File: config.mk
export PLATFORM = sky130hd
export DESIGN_NAME = sfe_erase_seq
export DESIGN_NICKNAME = d
export VERILOG_FILES = /design/src/rtl/sfe_pkg.sv /design/src/rtl/sfe_bit_engine.sv /design/src/rtl/sfe_gap_timer.sv /design/src/rtl/sfe_poll_guard.sv /design/src/rtl/sfe_erase_seq.sv
export SDC_FILE = /design/constraint.sdc
export NUM_CORES = 1
export LEC_CHECK = 0
export ABC_AREA = 1
export BUFFER_PORTS_ARGS = -buffer_cell sky130_fd_sc_hd__buf_4
export CAP_MARGIN = 40
export CELL_PAD_IN_SITES_DETAIL_PLACEMENT = 0
export CELL_PAD_IN_SITES_GLOBAL_PLACEMENT = 1
export CORE_MARGIN = 2
export CORE_UTILIZATION = 40
export CTS_CLUSTER_SIZE = 30
export DETAILED_ROUTE_END_ITERATION = 6
export GPL_ROUTABILITY_DRIVEN = 0
export HOLD_SLACK_MARGIN = 0.05
export PLACE_DENSITY = 0.84
export SYNTH_ARGS = -nofsm -noshare
export SYNTH_HDL_FRONTEND = slang
export SYNTH_SLANG_ARGS = --single-unit
File: constraint.sdc
create_clock -name clk -period 4.6 [get_ports clk]
set_input_delay 1.15 -clock clk [delete_from_list [all_inputs] [get_ports clk]]
set_output_delay 1.15 -clock clk [all_outputs]
set_load 0.05 [all_outputs]
File: src/rtl/sfe_pkg.sv
package sfe_pkg;

  localparam logic [7:0] OP_WREN  = 8'h06;
  localparam logic [7:0] OP_ERASE = 8'h20;
  localparam logic [7:0] OP_RDSR  = 8'h05;
  localparam int         WIP_BIT  = 0;

  typedef enum logic [2:0] {
    ST_IDLE, ST_WREN, ST_ERASE, ST_POLL, ST_EVAL, ST_GAP
  } seq_state_t;

  typedef enum logic [1:0] {
    FR_WREN, FR_ERASE, FR_POLL
  } frame_kind_t;

  // serial clocks needed to move nbits over one or four lines
  function automatic int unsigned bus_beats(input int unsigned nbits, input logic quad);
    return quad ? (nbits / 4) : nbits;
  endfunction

endpackage

File: src/rtl/sfe_bit_engine.sv
module sfe_bit_engine #(
  parameter int TXW = 32,
  parameter int CW  = 6
) (
  input  logic           clk,
  input  logic           rst_n,
  input  logic           go,
  input  logic           quad,
  input  logic [TXW-1:0] tx_word,
  input  logic [CW-1:0]  tx_beats,
  input  logic [CW-1:0]  rx_beats,
  input  logic [3:0]     dq_in,
  output logic           sclk,
  output logic           cs_n,
  output logic [3:0]     dq_out,
  output logic [3:0]     dq_oe,
  output logic           frame_end,
  output logic [7:0]     rx_byte
);

  logic           active, ph, quad_q;
  logic [CW-1:0]  idx, tx_n, total;
  logic [TXW-1:0] sreg;
  logic [7:0]     rx_q;

  logic last_beat, in_rx;
  assign last_beat = (idx == total - 1'b1);
  assign in_rx     = (idx >= tx_n);
  assign frame_end = active & ph & last_beat;

  always_ff @(posedge clk or negedge rst_n) begin
    if (!rst_n) begin
      active <= 1'b0;
      ph     <= 1'b0;
      quad_q <= 1'b0;
      idx    <= '0;
      tx_n   <= '0;
      total  <= '0;
      sreg   <= '0;
      rx_q   <= '0;
    end else if (go && !active) begin
      active <= 1'b1;
      ph     <= 1'b0;
      quad_q <= quad;
      idx    <= '0;
      tx_n   <= tx_beats;
      total  <= tx_beats + rx_beats;
      sreg   <= tx_word;
    end else if (active) begin
      if (!ph) begin
        ph <= 1'b1;
      end else begin
        ph <= 1'b0;
        if (in_rx) rx_q <= quad_q ? {rx_q[3:0], dq_in} : {rx_q[6:0], dq_in[1]};
        sreg <= quad_q ? (sreg << 4) : (sreg << 1);
        if (last_beat) active <= 1'b0;
        else           idx    <= idx + 1'b1;
      end
    end
  end

  assign sclk    = ph;
  assign cs_n    = ~active;
  assign rx_byte = rx_q;
  assign dq_out  = quad_q ? sreg[TXW-1 -: 4] : {3'b000, sreg[TXW-1]};

  always_comb begin
    if (!active)     dq_oe = 4'b0000;
    else if (quad_q) dq_oe = in_rx ? 4'b0000 : 4'b1111;
    else             dq_oe = 4'b0001;
  end

  // frame may only close right after a completed high phase
  assert_cs_rise_on_beat_R3: assert property (@(posedge clk) disable iff (!rst_n)
    $rose(cs_n) |-> $past(sclk));

  assert_lines_released_R4: assert property (@(posedge clk) disable iff (!rst_n)
    cs_n |-> (dq_oe == 4'b0000 && !sclk));

endmodule

File: src/rtl/sfe_gap_timer.sv
module sfe_gap_timer #(
  parameter int GAP_CLKS = 4
) (
  input  logic clk,
  input  logic rst_n,
  input  logic run,
  output logic expire
);

  localparam int GW = $clog2(GAP_CLKS + 1);

  logic [GW-1:0] cnt;

  always_ff @(posedge clk or negedge rst_n) begin
    if (!rst_n)    cnt <= '0;
    else if (!run) cnt <= '0;
    else           cnt <= cnt + 1'b1;
  end

  assign expire = run && (cnt == GW'(GAP_CLKS - 1));

endmodule

File: src/rtl/sfe_poll_guard.sv
module sfe_poll_guard #(
  parameter int LIM_W = 16
) (
  input  logic             clk,
  input  logic             rst_n,
  input  logic             clear,
  input  logic             tick,
  input  logic [LIM_W-1:0] limit,
  output logic             expired
);

  logic [LIM_W-1:0] cnt;
  logic [LIM_W:0]   reads_now;

  always_ff @(posedge clk or negedge rst_n) begin
    if (!rst_n)     cnt <= '0;
    else if (clear) cnt <= '0;
    else if (tick)  cnt <= cnt + 1'b1;
  end

  // the read being judged is number cnt+1
  assign reads_now = {1'b0, cnt} + 1'b1;
  assign expired   = (reads_now >= {1'b0, limit});

endmodule

File: src/rtl/sfe_erase_seq.sv
module sfe_erase_seq
  import sfe_pkg::*;
#(
  parameter int ADDR_W   = 24,
  parameter int GAP_CLKS = 4,
  parameter int LIM_W    = 16
) (
  input  logic              clk,
  input  logic              rst_n,
  input  logic              start,
  input  logic [ADDR_W-1:0] start_addr,
  input  logic              quad_mode,
  input  logic [LIM_W-1:0]  poll_limit,
  output logic              busy,
  output logic              done,
  output logic              error,
  output logic              cs_n,
  output logic              sclk,
  output logic [3:0]        dq_out,
  output logic [3:0]        dq_oe,
  input  logic [3:0]        dq_in
);

  localparam int TXW = 8 + ADDR_W;
  localparam int CW  = $clog2(TXW + 1);
  localparam int HRW = $clog2(GAP_CLKS + 1);

  seq_state_t        st;
  frame_kind_t       nxt_kind, go_kind;
  logic [ADDR_W-1:0] addr_q;
  logic              quad_q, quad_sel;
  logic              go, gap_exp, frame_end, last_read;
  logic [7:0]        status;
  logic [TXW-1:0]    tx_word;
  logic [CW-1:0]     tx_b, rx_b;

  // named internal events
  logic accept, wip_seen, erase_ok, timed_out;
  assign accept    = (st == ST_IDLE) && start;
  assign wip_seen  = (st == ST_EVAL) && status[WIP_BIT];
  assign erase_ok  = (st == ST_EVAL) && !status[WIP_BIT];
  assign timed_out = wip_seen && last_read;
  assign quad_sel  = (st == ST_IDLE) ? quad_mode : quad_q;

  always_comb begin
    go      = 1'b0;
    go_kind = nxt_kind;
    if (accept) begin
      go      = 1'b1;
      go_kind = FR_WREN;
    end else if (st == ST_GAP && gap_exp) begin
      go = 1'b1;
    end
  end

  always_comb begin
    case (go_kind)
      FR_WREN: begin
        tx_word = {OP_WREN, {ADDR_W{1'b0}}};
        tx_b    = CW'(bus_beats(8, quad_sel));
        rx_b    = '0;
      end
      FR_ERASE: begin
        tx_word = {OP_ERASE, addr_q};
        tx_b    = CW'(bus_beats(TXW, quad_sel));
        rx_b    = '0;
      end
      default: begin
        tx_word = {OP_RDSR, {ADDR_W{1'b0}}};
        tx_b    = CW'(bus_beats(8, quad_sel));
        rx_b    = CW'(bus_beats(8, quad_sel));
      end
    endcase
  end

  always_ff @(posedge clk or negedge rst_n) begin
    if (!rst_n) begin
      st       <= ST_IDLE;
      nxt_kind <= FR_WREN;
      addr_q   <= '0;
      quad_q   <= 1'b0;
      done     <= 1'b0;
      error    <= 1'b0;
    end else begin
      done  <= 1'b0;
      error <= 1'b0;
      case (st)
        ST_IDLE: if (accept) begin
          addr_q <= start_addr;
          quad_q <= quad_mode;
          st     <= ST_WREN;
        end
        ST_WREN: if (frame_end) begin
          st       <= ST_GAP;
          nxt_kind <= FR_ERASE;
        end
        ST_ERASE: if (frame_end) begin
          st       <= ST_GAP;
          nxt_kind <= FR_POLL;
        end
        ST_POLL: if (frame_end) st <= ST_EVAL;
        ST_EVAL: begin
          if (erase_ok) begin
            done <= 1'b1;
            st   <= ST_IDLE;
          end else if (timed_out) begin
            error <= 1'b1;
            st    <= ST_IDLE;
          end else begin
            st <= ST_GAP;
          end
        end
        ST_GAP: if (gap_exp) st <= (nxt_kind == FR_ERASE) ? ST_ERASE : ST_POLL;
        default: st <= ST_IDLE;
      endcase
    end
  end

  assign busy = (st != ST_IDLE);

  sfe_bit_engine #(.TXW(TXW), .CW(CW)) u_engine (
    .clk(clk), .rst_n(rst_n), .go(go), .quad(quad_sel),
    .tx_word(tx_word), .tx_beats(tx_b), .rx_beats(rx_b), .dq_in(dq_in),
    .sclk(sclk), .cs_n(cs_n), .dq_out(dq_out), .dq_oe(dq_oe),
    .frame_end(frame_end), .rx_byte(status)
  );

  sfe_gap_timer #(.GAP_CLKS(GAP_CLKS)) u_gap (
    .clk(clk), .rst_n(rst_n), .run(st == ST_GAP), .expire(gap_exp)
  );

  sfe_poll_guard #(.LIM_W(LIM_W)) u_guard (
    .clk(clk), .rst_n(rst_n), .clear(accept), .tick(wip_seen),
    .limit(poll_limit), .expired(last_read)
  );

  // ---- checker state for the assertions ----
  logic [HRW-1:0]   hi_run;
  logic [LIM_W-1:0] polls_seen;

  always_ff @(posedge clk or negedge rst_n) begin
    if (!rst_n)                            hi_run <= '0;
    else if (!cs_n)                        hi_run <= '0;
    else if (hi_run < HRW'(GAP_CLKS))      hi_run <= hi_run + 1'b1;
  end

  always_ff @(posedge clk or negedge rst_n) begin
    if (!rst_n)                            polls_seen <= '0;
    else if (accept)                       polls_seen <= '0;
    else if (frame_end && st == ST_POLL)   polls_seen <= polls_seen + 1'b1;
  end

  assert_gap_min_R5: assert property (@(posedge clk) disable iff (!rst_n)
    ($fell(cs_n) && st != ST_WREN) |-> (hi_run >= HRW'(GAP_CLKS)));

  assert_done_idle_R7: assert property (@(posedge clk) disable iff (!rst_n)
    done |-> (!busy && cs_n && $past(cs_n)));

  assert_done_error_excl_R7: assert property (@(posedge clk) disable iff (!rst_n)
    !(done && error));

  assert_timeout_count_R8: assert property (@(posedge clk) disable iff (!rst_n)
    (error && poll_limit != '0) |-> (polls_seen == poll_limit));

  assert_start_ignored_R9: assert property (@(posedge clk) disable iff (!rst_n)
    (busy && start) |=> $stable(addr_q));

endmodule

== Yosys cells after proc, flatten, opt, wreduce, memory -nomap -nowiden ==
Index checks and enable logic that the tools add are counted.
Word-level totals
  flip-flop bits (word level): 105
  memory bits (read-only): 0
  output and inout port bits: 13
  bits in latches: 0
  bits in writable memories: 0
  word-level logic and storage cells: 116
  memories: 0
  bits of input ports: 48
Operators by class
  multiplexer cells: 48
  eq/ne operators: 16
  shift operators: 0
  reduce and logical (&&, ||, !) cells: 24
  divide/modulo/power cells: 0
  multiply operators: 0
  bitwise gates (word level): 4
  order comparisons: 2
  add/sub/neg operators: 6
Operators with widths (count)
  $mux 32: 4
  $pmux 30 s2: 1
  $mux 6: 6
  $mux 16: 2
  $mux 4: 6
  $mux 3: 7
  $add 16x1->17 const B: 1
  $ge 17x16->1: 1
  $mux 1: 17
  $add 16x1->16 const B: 1
  $pmux 3 s5: 1
  $ne 2x2->1 const B: 6
  $eq 3x2->1 const B: 3
  $reduce_and 4->1: 2
  $reduce_bool 2->1: 4
  $logic_and 1x1->1: 7
  $add 6x1->6 const B: 1
  $add 6x4->6: 1
  $eq 3x3->1 const B: 2
  $eq 6x6->1: 1
  $ge 6x6->1: 1
  $mux 2: 3
  $reduce_and 3->1: 2
  $sub 6x1->6 const B: 1
  other kinds (13): 19

== Logic depth before layout (Yosys ltp) ==
Gate-level depths: netlist (run 1).
  word-level depth: 8
  mapped depth: 19
  mapped depth without buffers: 19

== By module ==
From an unflattened synthesis (run 1), not the netlist that was laid out.
Second synthesis, totals
  cell total of the unflattened synthesis: 911
  area, all modules: 7065.5 um^2
Modules (own cells, without submodules)
  sfe_bit_engine: seq. area each 1526.5 um^2, area an instance 3932.5 um^2, cells an instance 486, instances 1
  sfe_erase_seq: seq. area each 800.8 um^2, area an instance 1539.0 um^2, cells an instance 203, instances 1
  sfe_poll_guard: seq. area each 400.4 um^2, area an instance 1463.9 um^2, cells an instance 209, instances 1
  sfe_gap_timer: seq. area each 75.1 um^2, area an instance 130.1 um^2, cells an instance 13, instances 1

== Least setup slack after synthesis (run 1) ==
OpenSTA, ideal clock, no wires.
  path kind: register -> output
  start point: reg u_engine.idx[1]
  end point: out dq_oe[2]
  data required time: 3.450 ns
  path buffers: 1
  cell stages (with the launch flop): 9
  slack: 0.874 ns
  arrival time: 2.576 ns
  path through: dfrtp_1 > inv_1 > ha_1 > nand2_1 > a31oi_1 > nor3_1 > o21bai_1 > nor3_1 > buf_4
Between the ends
  cells in the longest elaborated chain, start to end: 4
Ends and longest elaborated chain
  from (decl): RTL line sfe_bit_engine.sv:22  | logic [CW-1:0] idx, tx_n, total;
  from (signal assigned): RTL line sfe_bit_engine.sv:57  | else idx <= idx + 1'b1;
  $ge 6x6->1: RTL line sfe_bit_engine.sv:28  | assign in_rx = (idx >= tx_n);
  $mux 4 (2 in a row): RTL line sfe_bit_engine.sv:69  | else if (quad_q) dq_oe = in_rx ? 4'b0000 : 4'b1111;
  $mux 4: RTL line sfe_bit_engine.sv:68  | if (!active) dq_oe = 4'b0000;
  to (decl): RTL line sfe_erase_seq.sv:20  | output logic [3:0] dq_oe,
No other way between the ends.

== Worst setup path after layout (run 1) ==
  start point: reg u_engine.idx[1]
  end point: out dq_oe[1]
Same word-level chain as after synthesis.

==> results of run 1 <==
metrics by stage:
stage / utilization (%) / cells / total power [uW]
CTS: 47.4 / 915 / 2840
finish: 47.4 / 915 / 2810
floorplan: - / 680 / 1780
detailed placement: 45.1 / 899 / 2020
global route: 47.4 / 915 / 3010
global placement: 44.7 / 897 / 1970
metal layers:
metal / vias to the layer above / share of wire, %
met2: 62 / 49
met4: 0 / 1.5
li1: 2305 / -
met5: - / 0
met3: 17 / 2.6
met1: 2162 / 47
where the power goes:
part           internal [uW]  switching [uW]
clock                    480             337
combinational            337             454
sequential              1070             133
total                   1890             923
cell usage in the layout (no fill, tap or decap), types with 4 or more instances in the layout:
| cell | count |
|---|---|
| a21oi_1 | 40 |
| buf_4 | 61 |
| clkbuf_16 | 9 |
| dfrtp_1 | 100 |
| ha_1 | 28 |
| inv_1 | 109 |
| inv_2 | 7 |
| mux2_2 | 24 |
| nand2_1 | 146 |
| nand3_1 | 31 |
| nand4_1 | 4 |
| nor2_1 | 59 |
| nor3_1 | 9 |
| o21ai_0 | 21 |
| o21ai_1 | 9 |
| o221ai_1 | 20 |
| o22ai_1 | 7 |
| xor2_1 | 9 |
cells by family (layout without fill, tap and decap cells):
logic type	after synthesis	count (layout)
AO/OA/AOI/OAI	113	113
AND/OR/NAND/NOR	263	263
buffers and inverters	140	195
multiplexers	27	27
flip-flops	100	100
adder cells (fa/ha/maj)	28	28
XOR/XNOR	9	9
synthesized netlist by cell type (all sizes together):
| cell type | count | area, um^2 |
|---|---|---|
| nand2 | 149 | 577 |
| inv | 116 | 435 |
| dfrtp | 100 | 2500 |
| nor2 | 63 | 256 |
| a21oi | 41 | 209 |
| nand3 | 32 | 165 |
| o21ai | 30 | 150 |
| ha | 28 | 350 |
| mux2 | 24 | 270 |
| buf | 20 | 119 |
| o221ai | 20 | 175 |
| nor3 | 10 | 55.1 |
| xor2 | 9 | 78.8 |
| o22ai | 8 | 56.3 |
| clkbuf | 4 | 15.0 |
| nand4 | 4 | 25.0 |
| a22o | 3 | 26.3 |
| mux2i | 3 | 30.0 |
| o211ai | 3 | 22.5 |
| o21bai | 3 | 22.5 |
| or2 | 3 | 18.8 |
| a31oi | 2 | 12.5 |
| o21a | 2 | 15.0 |
| a21o | 1 | 7.51 |
| and2 | 1 | 6.26 |
| nor4 | 1 | 6.26 |
cell type report:
class                   count  area (um^2)
fillers                  1376         7240
multi-input cells         440         2540
flip-flops and latches    100         2500
repair buffers             63          513
inverters                 116          435
clock buffers              11          233
well taps                 180          225
clock inverters             5         85.1
registers in the layout, indices dropped and copies added, names as in the netlist:
register and count:
u_engine.quad_q 1, error 1, st 3, quad_q 1, u_engine.idx 6, u_guard.cnt 16
done 1, u_engine.rx_byte 1, u_gap.cnt 3, u_engine.tx_n 2, addr_q 24, u_engine.total 5
u_engine.sreg 32, u_engine.sclk 1, u_engine.active 1, nxt_kind 2
worst max-delay path: stages, from the launching register on:
cell,delay (ps)
dfrtp_1,410
inv_1,80
ha_1,270
nand2_1,70
a31oi_1,70
nor3_1,160
o21bai_1,140
nor3_1,290
buf_4,270
worst paths after layout:
check                           slack (ps)                   startpoint                     endpoint  cells past startpoint
max in group asynchronous             2970                        rst_n       addr_q[14]$_DFFE_PN0P_                      3
worst max-delay path                  1350  u_engine.idx[1]$_DFFE_PN0P_                     dq_oe[1]                      8
worst min-delay path                   450       u_gap.cnt[0]$_DFF_PN0_       u_gap.cnt[0]$_DFF_PN0_                      1
min in group asynchronous              730                        rst_n  u_engine.idx[3]$_DFFE_PN0P_                      1
worst max register to register        1880   u_guard.cnt[0]$_DFFE_PN0P_            st[2]$_DFFE_PN0P_                     15
worst min register to register         450       u_gap.cnt[0]$_DFF_PN0_       u_gap.cnt[0]$_DFF_PN0_                      1
==> flow_summary_export.csv, run 1 <==
group,metric,value,unit
drt,drtIter0Drc,199,
pwr,p_leak,0.00335,uW
synthesis,synthXorXnorAreaFrac,1.41,%
sta,rsz0062_at_grt,"no",
synthesis,syn_inst,680,
cts,cts_sinks,100,
sta,period_share,70.7,%
setup_path,cp.required,3450,ps
finish,syn_to_final_growth,16.4,%
job,maxCapViolCount,0,
place,dp.final_hpwl,8980,um
global_routing,use_met2,31.4,%
synthesis,yosysSeqAreaShare,44.6,%
place,place_ws,1700,ps
cts,cts.htree.levels,3,
synthesis,syn_area,0.00561,mm^2
drt,firstDrtPassIters,4,
cts,cts_hold_buffers,0,
global_routing,grt_busiest_layer,"met2",
sta,relSlewSlack,64.8,%
setup_path,crit_type,"register to output port",
status,status,"complete, no violations",
sta,fin_ws,1350,ps
floorplanning,start_util,40.7,%
cts,clockBufferDepth,2,
global_routing,track_usage,18.0,%
synthesis,synth_mux_area_share,5.35,%
setup_path,cp-start-kind,"register",
sta,fmax,308,MHz
sta,finalCriticalPeriod,3250,ps
sta,setup_viol,0,
drt,drt_wl_total,12400,um
cts,cts_buffers,9,
setup_path,critPathMaxFanout,5,
setup_path,end_kind,"output port",
cts,cts_tree,"built",
finish,stdcell_area,0.00653,mm^2
cts,clkTransAtPathRegs,70,ps
pwr,pwr_density_cell,430,mW/mm^2
drt,wl_per_cell,13.6,um
floorplanning,die_area,0.0150,mm^2
drt,ant_nets,0,
floorplanning,die_y,122,um
synthesis,synth_compound_area_share,12.4,%
finish,antennaDiodeCount,0,
global_routing,use_met1,22.7,%
synthesis,synth_top_family_by_area,"simple AND/OR/NAND/NOR gates",
finish,drive_gt1_share,16.5,%
sta,hold_slack,451,ps
floorplanning,io_pins,61,
synthesis,yosys_warnings,0,
global_routing,grt_max_degree,56,
floorplanning,rows,43,
sta,tightest_slew,528,ps
sta,finClkSkew,7.97,ps
cts,postCtsSetupBuffers,0,
setup_path,arrival,2100,ps
global_routing,grt_pass1_vias,4649,
place,port_buffers,58,
sta,finalHoldViolations,0,
synthesis,synth-seq-cells,100,
drt,drc,0,
sta,finalSetupTns,0,ps
synthesis,synth_cell_type_count,40,
cts,cts_resized,0,
global_routing,use_met3,2.93,%
worst_hold_path,hold_class,"register to register",
drt,via_per_inst,4.97,
finish,nNetsFinal,806,
global_routing,grt_pass1_wl,21300,um
cts,clk_latency,350,ps
synthesis,synth_fa_ha_area_share,6.25,%
global_routing,gr-total-overflow,0,
floorplanning,die_x,122,um
pwr,peakVddDrop,175,uV
synthesis,synthesis.nets,756,
drt,vias,4546,
sta,drv_slew,0,
synthesis,yosys.area_share.simple,19.8,%
floorplanning,core-area,0.0138,mm^2
synthesis,syn_avg_cell_area,8.25,um^2
global_routing,antenna_found_initial,0,
cts,root_buffer,"clkbuf_16",
place,place_area,0.00621,mm^2
Power figures use the tool's default switching activity.
==> inputs of run 2 (changes only) <==
--- a/config.mk
+++ b/config.mk
@@ -16,7 +16,7 @@
 export DETAILED_ROUTE_END_ITERATION = 6
 export GPL_ROUTABILITY_DRIVEN = 0
 export HOLD_SLACK_MARGIN = 0.05
-export PLACE_DENSITY = 0.84
+export PLACE_DENSITY = 0.87
 export SYNTH_ARGS = -nofsm -noshare
 export SYNTH_HDL_FRONTEND = slang
 export SYNTH_SLANG_ARGS = --single-unit
==> constraint.sdc (replaced) <==
create_clock -name clk -period 2.91 [get_ports clk]
set_input_delay 0.7275 -clock clk [delete_from_list [all_inputs] [get_ports clk]]
set_output_delay 0.7275 -clock clk [all_outputs]
set_load 0.05 [all_outputs]
==> run 2 against run 1 <==
Compared with the run above: clock power up 44%; critical path depth grew 7; register-to-register slack lost 1700 ps; clock skew increased by 0.72 ps; cell area shrank 0.11%; sequential share of layout area barely moved; worst hold slack got worse by 63 ps; flip-flop and latch count is the same; combinational power grew 63%; critical path type is now register to register; critical endpoint is now st[2]$_DFFE_PN0P_; largest cell class unchanged; highest routed layer unchanged.
==> flow_summary_export.csv, run 2 (synthesis results as in run 1) <==
group,metric,value,unit
sta,finalCriticalPeriod,2770,ps
place,place_ws,156,ps
cts,cts_tree,"built",
finish,nNetsFinal,809,
cts,cts_sinks,100,
floorplanning,start_util,40.7,%
worst_hold_path,hold_class,"input pin to async pin",
sta,fin_ws,142,ps
global_routing,use_met2,30.7,%
floorplanning,io_pins,61,
finish,reg_top3,"u_engine.sreg (32), addr_q (24), u_guard.cnt (16)",
floorplanning,die_x,122,um
setup_path,arrival,3010,ps
drt,drt_wl_total,12500,um
finish,final_cell_mix,"145 x nand2_1, 109 x inv_1, 100 x dfrtp_1",
setup_path,cp-start-kind,"register",
sta,finClkSkew,8.69,ps
place,dp.final_hpwl,9140,um
global_routing,gr-total-overflow,0,
floorplanning,rows,43,
global_routing,use_met3,2.56,%
cts,clk_latency,350,ps
setup_path,critPathMaxFanout,5,
cts,root_buffer,"clkbuf_16",
floorplanning,die_area,0.0150,mm^2
status,status,"complete, no violations",
pwr,pwr_density_cell,670,mW/mm^2
cts,clkTransAtPathRegs,70,ps
finish,drive_gt1_share,17.8,%
cts,cts_buffers,9,
setup_path,worst-r2r-cell-count,15,
finish,antennaDiodeCount,0,
drt,drc,0,
sta,drv_slew,0,
drt,via_per_inst,5.12,
finish,largest_reg_flops,32,
drt,ant_nets,0,
pwr,p_leak,0.00335,uW
drt,drtIter0Drc,300,
finish,stdcell_area,0.00652,mm^2
global_routing,use_met1,24.0,%
cts,cts.htree.levels,3,
sta,period_share,95.1,%
global_routing,antenna_found_initial,0,
sta,tightest_slew,608,ps
cts,clockBufferDepth,2,
sta,setup_viol,0,
sta,hold_slack,388,ps
global_routing,grt_pass1_wl,21800,um
finish,layout_commonest_cell,"nand2_1",
floorplanning,core-area,0.0138,mm^2
setup_path,end_kind,"register",
finish,top_register,"u_engine.sreg",
pwr,peakVddDrop,311,uV
place,port_buffers,58,
global_routing,track_usage,18.3,%
finish,syn_to_final_growth,16.3,%
global_routing,grt_busiest_layer,"met2",
sta,fmax,361,MHz
setup_path,crit_type,"register to register",
drt,firstDrtPassIters,7,
place,place_area,0.00620,mm^2
sta,rsz0062_at_grt,"yes",
drt,wl_per_cell,13.7,um
global_routing,grt_pass1_vias,4702,
setup_path,cp.required,3150,ps
sta,finalHoldViolations,0,
floorplanning,die_y,122,um
drt,vias,4697,
sta,relSlewSlack,59.4,%
job,maxCapViolCount,0,
global_routing,grt_max_degree,58,
run 2: cell count changes in the layout (fill, tap and decap cells not counted), sizes merged:
cell / before / now
inv: 117 / 116
bufinv: 2 / 1
clkinv: 1 / 3
buf: 63 / 66
run 2: routing by layer:
layer	part of all wire [%]	up-vias	wire, um
met5	0	-	0
met4	2.0	0	248
met3	4.1	16	510
met2	49	107	6090
met1	45	2262	5680
li1	-	2312	-
run 2: report_power, final:
part,switching (uW),total (uW),internal [uW],leakage [uW]
clock,517,1180,663,0.000139
combinational,735,1290,555,0.00195
sequential,205,1900,1690,0.00126
run 2: worst max-delay path, stage by stage, from the launching register on:
cell and delay [ps]:
dfrtp_1 400, nand3_1 180, nor2_4 180, nand4_1 170, or2_1 290, nor2_1 100
nand2_1 70, and2_1 160, ha_1 290, inv_1 80, nor4_1 340, nand2_1 130
nand3_2 110, nand2_1 50, nand2_1 60, nand2_1 50
run 2: cell type report:
class	count	area, um^2
fillers	1361	7250
multi-input cells	440	2560
flip-flops and latches	100	2500
repair buffers	66	512
inverters	116	435
clock buffers	11	233
well taps	180	225
clock inverters	5	52.6
run 2: stage by stage:
step / total power, uW / TNS, ps / std cells / utilization [%]
after floorplan: 2810 / 0 / 680 / -
after global placement: 3110 / 0 / 900 / 45.0
after detailed placement: 3190 / 0 / 900 / 45.0
after CTS: 4380 / 0 / 916 / 47.1
after global routing: 4690 / -19.2 / 918 / 47.4
final: 4370 / 0 / 918 / 47.4
run 2: path summary, 6_finish.rpt:
kind | startpoint | to | slack [ps]
max | u_guard.cnt[0]$_DFFE_PN0P_ | st[2]$_DFFE_PN0P_ | 140
min | rst_n | u_engine.idx[3]$_DFFE_PN0P_ | 390
max reg2reg | u_guard.cnt[0]$_DFFE_PN0P_ | st[2]$_DFFE_PN0P_ | 140
min reg2reg | u_gap.cnt[0]$_DFF_PN0_ | u_gap.cnt[0]$_DFF_PN0_ | 440
max in group asynchronous | rst_n | u_engine.sreg[2]$_DFFE_PN0P_ | 1810
min in group clk | u_gap.cnt[0]$_DFF_PN0_ | u_gap.cnt[0]$_DFF_PN0_ | 440
run 2: repair_timing:
action                                  4_1_cts  5_1_grt
hold buffers                                  0        0
endpoints found under the setup margin        0        6
endpoints found under the hold margin         0        0
resized for setup                             0        7
buffers inserted                              0        2
==> inputs of run 3 (changes only) <==
--- a/config.mk
+++ b/config.mk
@@ -10,6 +10,7 @@
 export CAP_MARGIN = 40
 export CELL_PAD_IN_SITES_DETAIL_PLACEMENT = 0
 export CELL_PAD_IN_SITES_GLOBAL_PLACEMENT = 1
+export CORE_ASPECT_RATIO = 0.8
 export CORE_MARGIN = 2
 export CORE_UTILIZATION = 40
 export CTS_CLUSTER_SIZE = 30
==> run 3 against run 2 <==
Compared with the run above: flip-flop and latch count is the same; critical path depth is 7 lower; global-route usage down 0.41 points; die area hardly changed; sequential power hardly changed; cell area increased by 0.58%; worst setup slack improved by 19 ps; largest cell class unchanged.
==> flow_summary_export.csv, run 3 (synthesis results as in run 1) <==
group,metric,value,unit
global_routing,grt_max_degree,101,
sta,relSlewSlack,63.2,%
status,status,"complete, no violations",
drt,wl_per_cell,13.6,um
global_routing,grt_pass1_wl,21000,um
finish,antennaDiodeCount,0,
finish,top_register,"u_engine.sreg",
drt,drtIter0Drc,383,
setup_path,cpPeakStageDelay,420,ps
place,dp.final_hpwl,9080,um
setup_path,cpMaxStageDelayCell,"dfrtp_1",
sta,rsz0062_at_grt,"yes",
floorplanning,io_pins,61,
finish,layout_commonest_cell,"nand2_1",
floorplanning,core-area,0.0136,mm^2
cts,clkTransAtPathRegs,60,ps
sta,tightest_slew,551,ps
drt,vias,4557,
cts,clk_latency,350,ps
drt,wl_met3,562,um
setup_path,arrival,2020,ps
finish,fill_cells,1288,
sta,drv_slew,0,
pwr,peakVddDrop,312,uV
setup_path,critPathMaxFanout,5,
finish,finalCoreUtilization,48.1,%
sta,finalHoldViolations,0,
finish,drive_gt1_share,17.7,%
sta,period_share,94.4,%
setup_path,cp.required,2180,ps
worst_hold_path,hold_class,"input pin to async pin",
drt,drt-met1-wl,6140,um
pwr,p_leak,0.00337,uW
cts,cts_buffers,9,
global_routing,gr-total-overflow,0,
drt,drc,0,
drt,wl_met2,5600,um
floorplanning,start_util,41.1,%
setup_path,crit_type,"register to output port",
setup_path,cp-start-kind,"register",
finish,final_cell_mix,"145 x nand2_1, 108 x inv_1, 100 x dfrtp_1",
floorplanning,die_y,110,um
drt,firstDrtPassIters,4,
finish,largest_reg_flops,32,
drt,topRoutingLayerUsed,"met4",
finish,nNetsFinal,810,
cts,clockBufferDepth,2,
cts,cts.htree.levels,3,
floorplanning,die_area,0.0150,mm^2
floorplanning,rows,38,
drt,via_per_inst,4.97,
pwr,power,4450,uW
setup_path,end_kind,"output port",
pwr,pwr_density_cell,678,mW/mm^2
sta,fmax,364,MHz
job,maxCapViolCount,0,
floorplanning,die_x,136,um
global_routing,track_usage,17.9,%
global_routing,antenna_found_initial,0,
drt,ant_nets,0,
sta,finalCriticalPeriod,2750,ps
sta,finClkSkew,7.91,ps
cts,cts_tree,"built",
global_routing,grt_pass1_vias,4414,
cts,cts_sinks,100,
drt,drt_wl_total,12400,um
finish,reg_top3,"u_engine.sreg (32), addr_q (24), u_guard.cnt (16)",
setup_path,path_cells,"inv_1 > ha_1 > nand2_1 > a31oi_1 > nor3_2 > o21bai_2 > nor3_4 > buf_6",
place,port_buffers,58,
sta,setup_viol,0,
finish,syn_to_final_growth,17.0,%
cts,root_buffer,"clkbuf_16",
[run 3: cell types whose count changed in the layout (fill, tap and decap cells not counted), sizes merged]
| cell | before | now |
|---|---|---|
| clkinv | 3 | 1 |
| buf | 66 | 67 |
| bufinv | 1 | 2 |
| clkbuf | 11 | 10 |
| clkinvlp | 1 | 0 |
[run 3: path summary, 6_finish.rpt]
path                                             start                     endpoint  slack (ps)  cells after the start
max                        u_engine.idx[1]$_DFFE_PN0P_                     dq_oe[1]         160                      8
min                                              rst_n       addr_q[18]$_DFFE_PN0P_         410                      2
max reg2reg                 u_guard.cnt[0]$_DFFE_PN0P_            st[0]$_DFFE_PN0P_         220                     17
min reg2reg                     u_gap.cnt[0]$_DFF_PN0_       u_gap.cnt[0]$_DFF_PN0_         440                      1
max in group asynchronous                        rst_n  u_guard.cnt[14]$_DFFE_PN0P_        2060                      2
min in group clk                u_gap.cnt[0]$_DFF_PN0_       u_gap.cnt[0]$_DFF_PN0_         440                      1
[run 3: power by group]
| group | switching (uW) | internal (uW) | leakage [uW] |
|---|---|---|---|
| combinational | 755 | 563 | 0.00196 |
| sequential | 209 | 1690 | 0.00126 |
| clock | 492 | 738 | 0.000144 |
| total | 1460 | 2990 | 0.00337 |
[run 3: through the flow]
stage	hold slack, ps	worst slack, ps	cell area (um^2)	setup TNS [ps]	cells
3_3_place_gp	419	167	6200	0	900
6_report	413	162	6560	0	916
3_5_place_dp	431	132	6200	0	900
5_1_grt	460	-19.5	6560	-19.5	916
4_1_cts	440	49.4	6490	0	913
2_1_floorplan	410	121	5610	0	680
[run 3: layout make-up]
class	count	area, um^2	area share, %
Clock buffer	10	229	3.49
Clock inverter	3	65.1	0.992
Inverter	116	435	6.64
Multi-Input combinational cell	440	2580	39.3
Sequential cell	100	2500	38.1
Tap cell	180	225	3.43
Timing Repair Buffer	67	527	8.03
[run 3: critical path: cells and delay by family, from the launching register on]
| family | cells | cell delay [ps] |
|---|---|---|
| and+or+nand+nor | 3 | 470 |
| adders and majority gates | 1 | 270 |
| buffers and inverters | 2 | 270 |
| DFF | 1 | 420 |
| AOI/OAI and AO/OA | 2 | 240 |
[run 3: repair_timing]
| item | in CTS | in global routing |
|---|---|---|
| gates resized for setup | 0 | 11 |
| setup endpoints to repair | 0 | 6 |
| setup buffers | 0 | 3 |
| hold buffers | 0 | 0 |
[run 3: layer usage]
layer	GRT usage, %	vias to the layer above
li1	-	2309
met1	25.3	2133
met2	27.5	105
met3	4.56	10
met4	4.39	0
met5	0	-
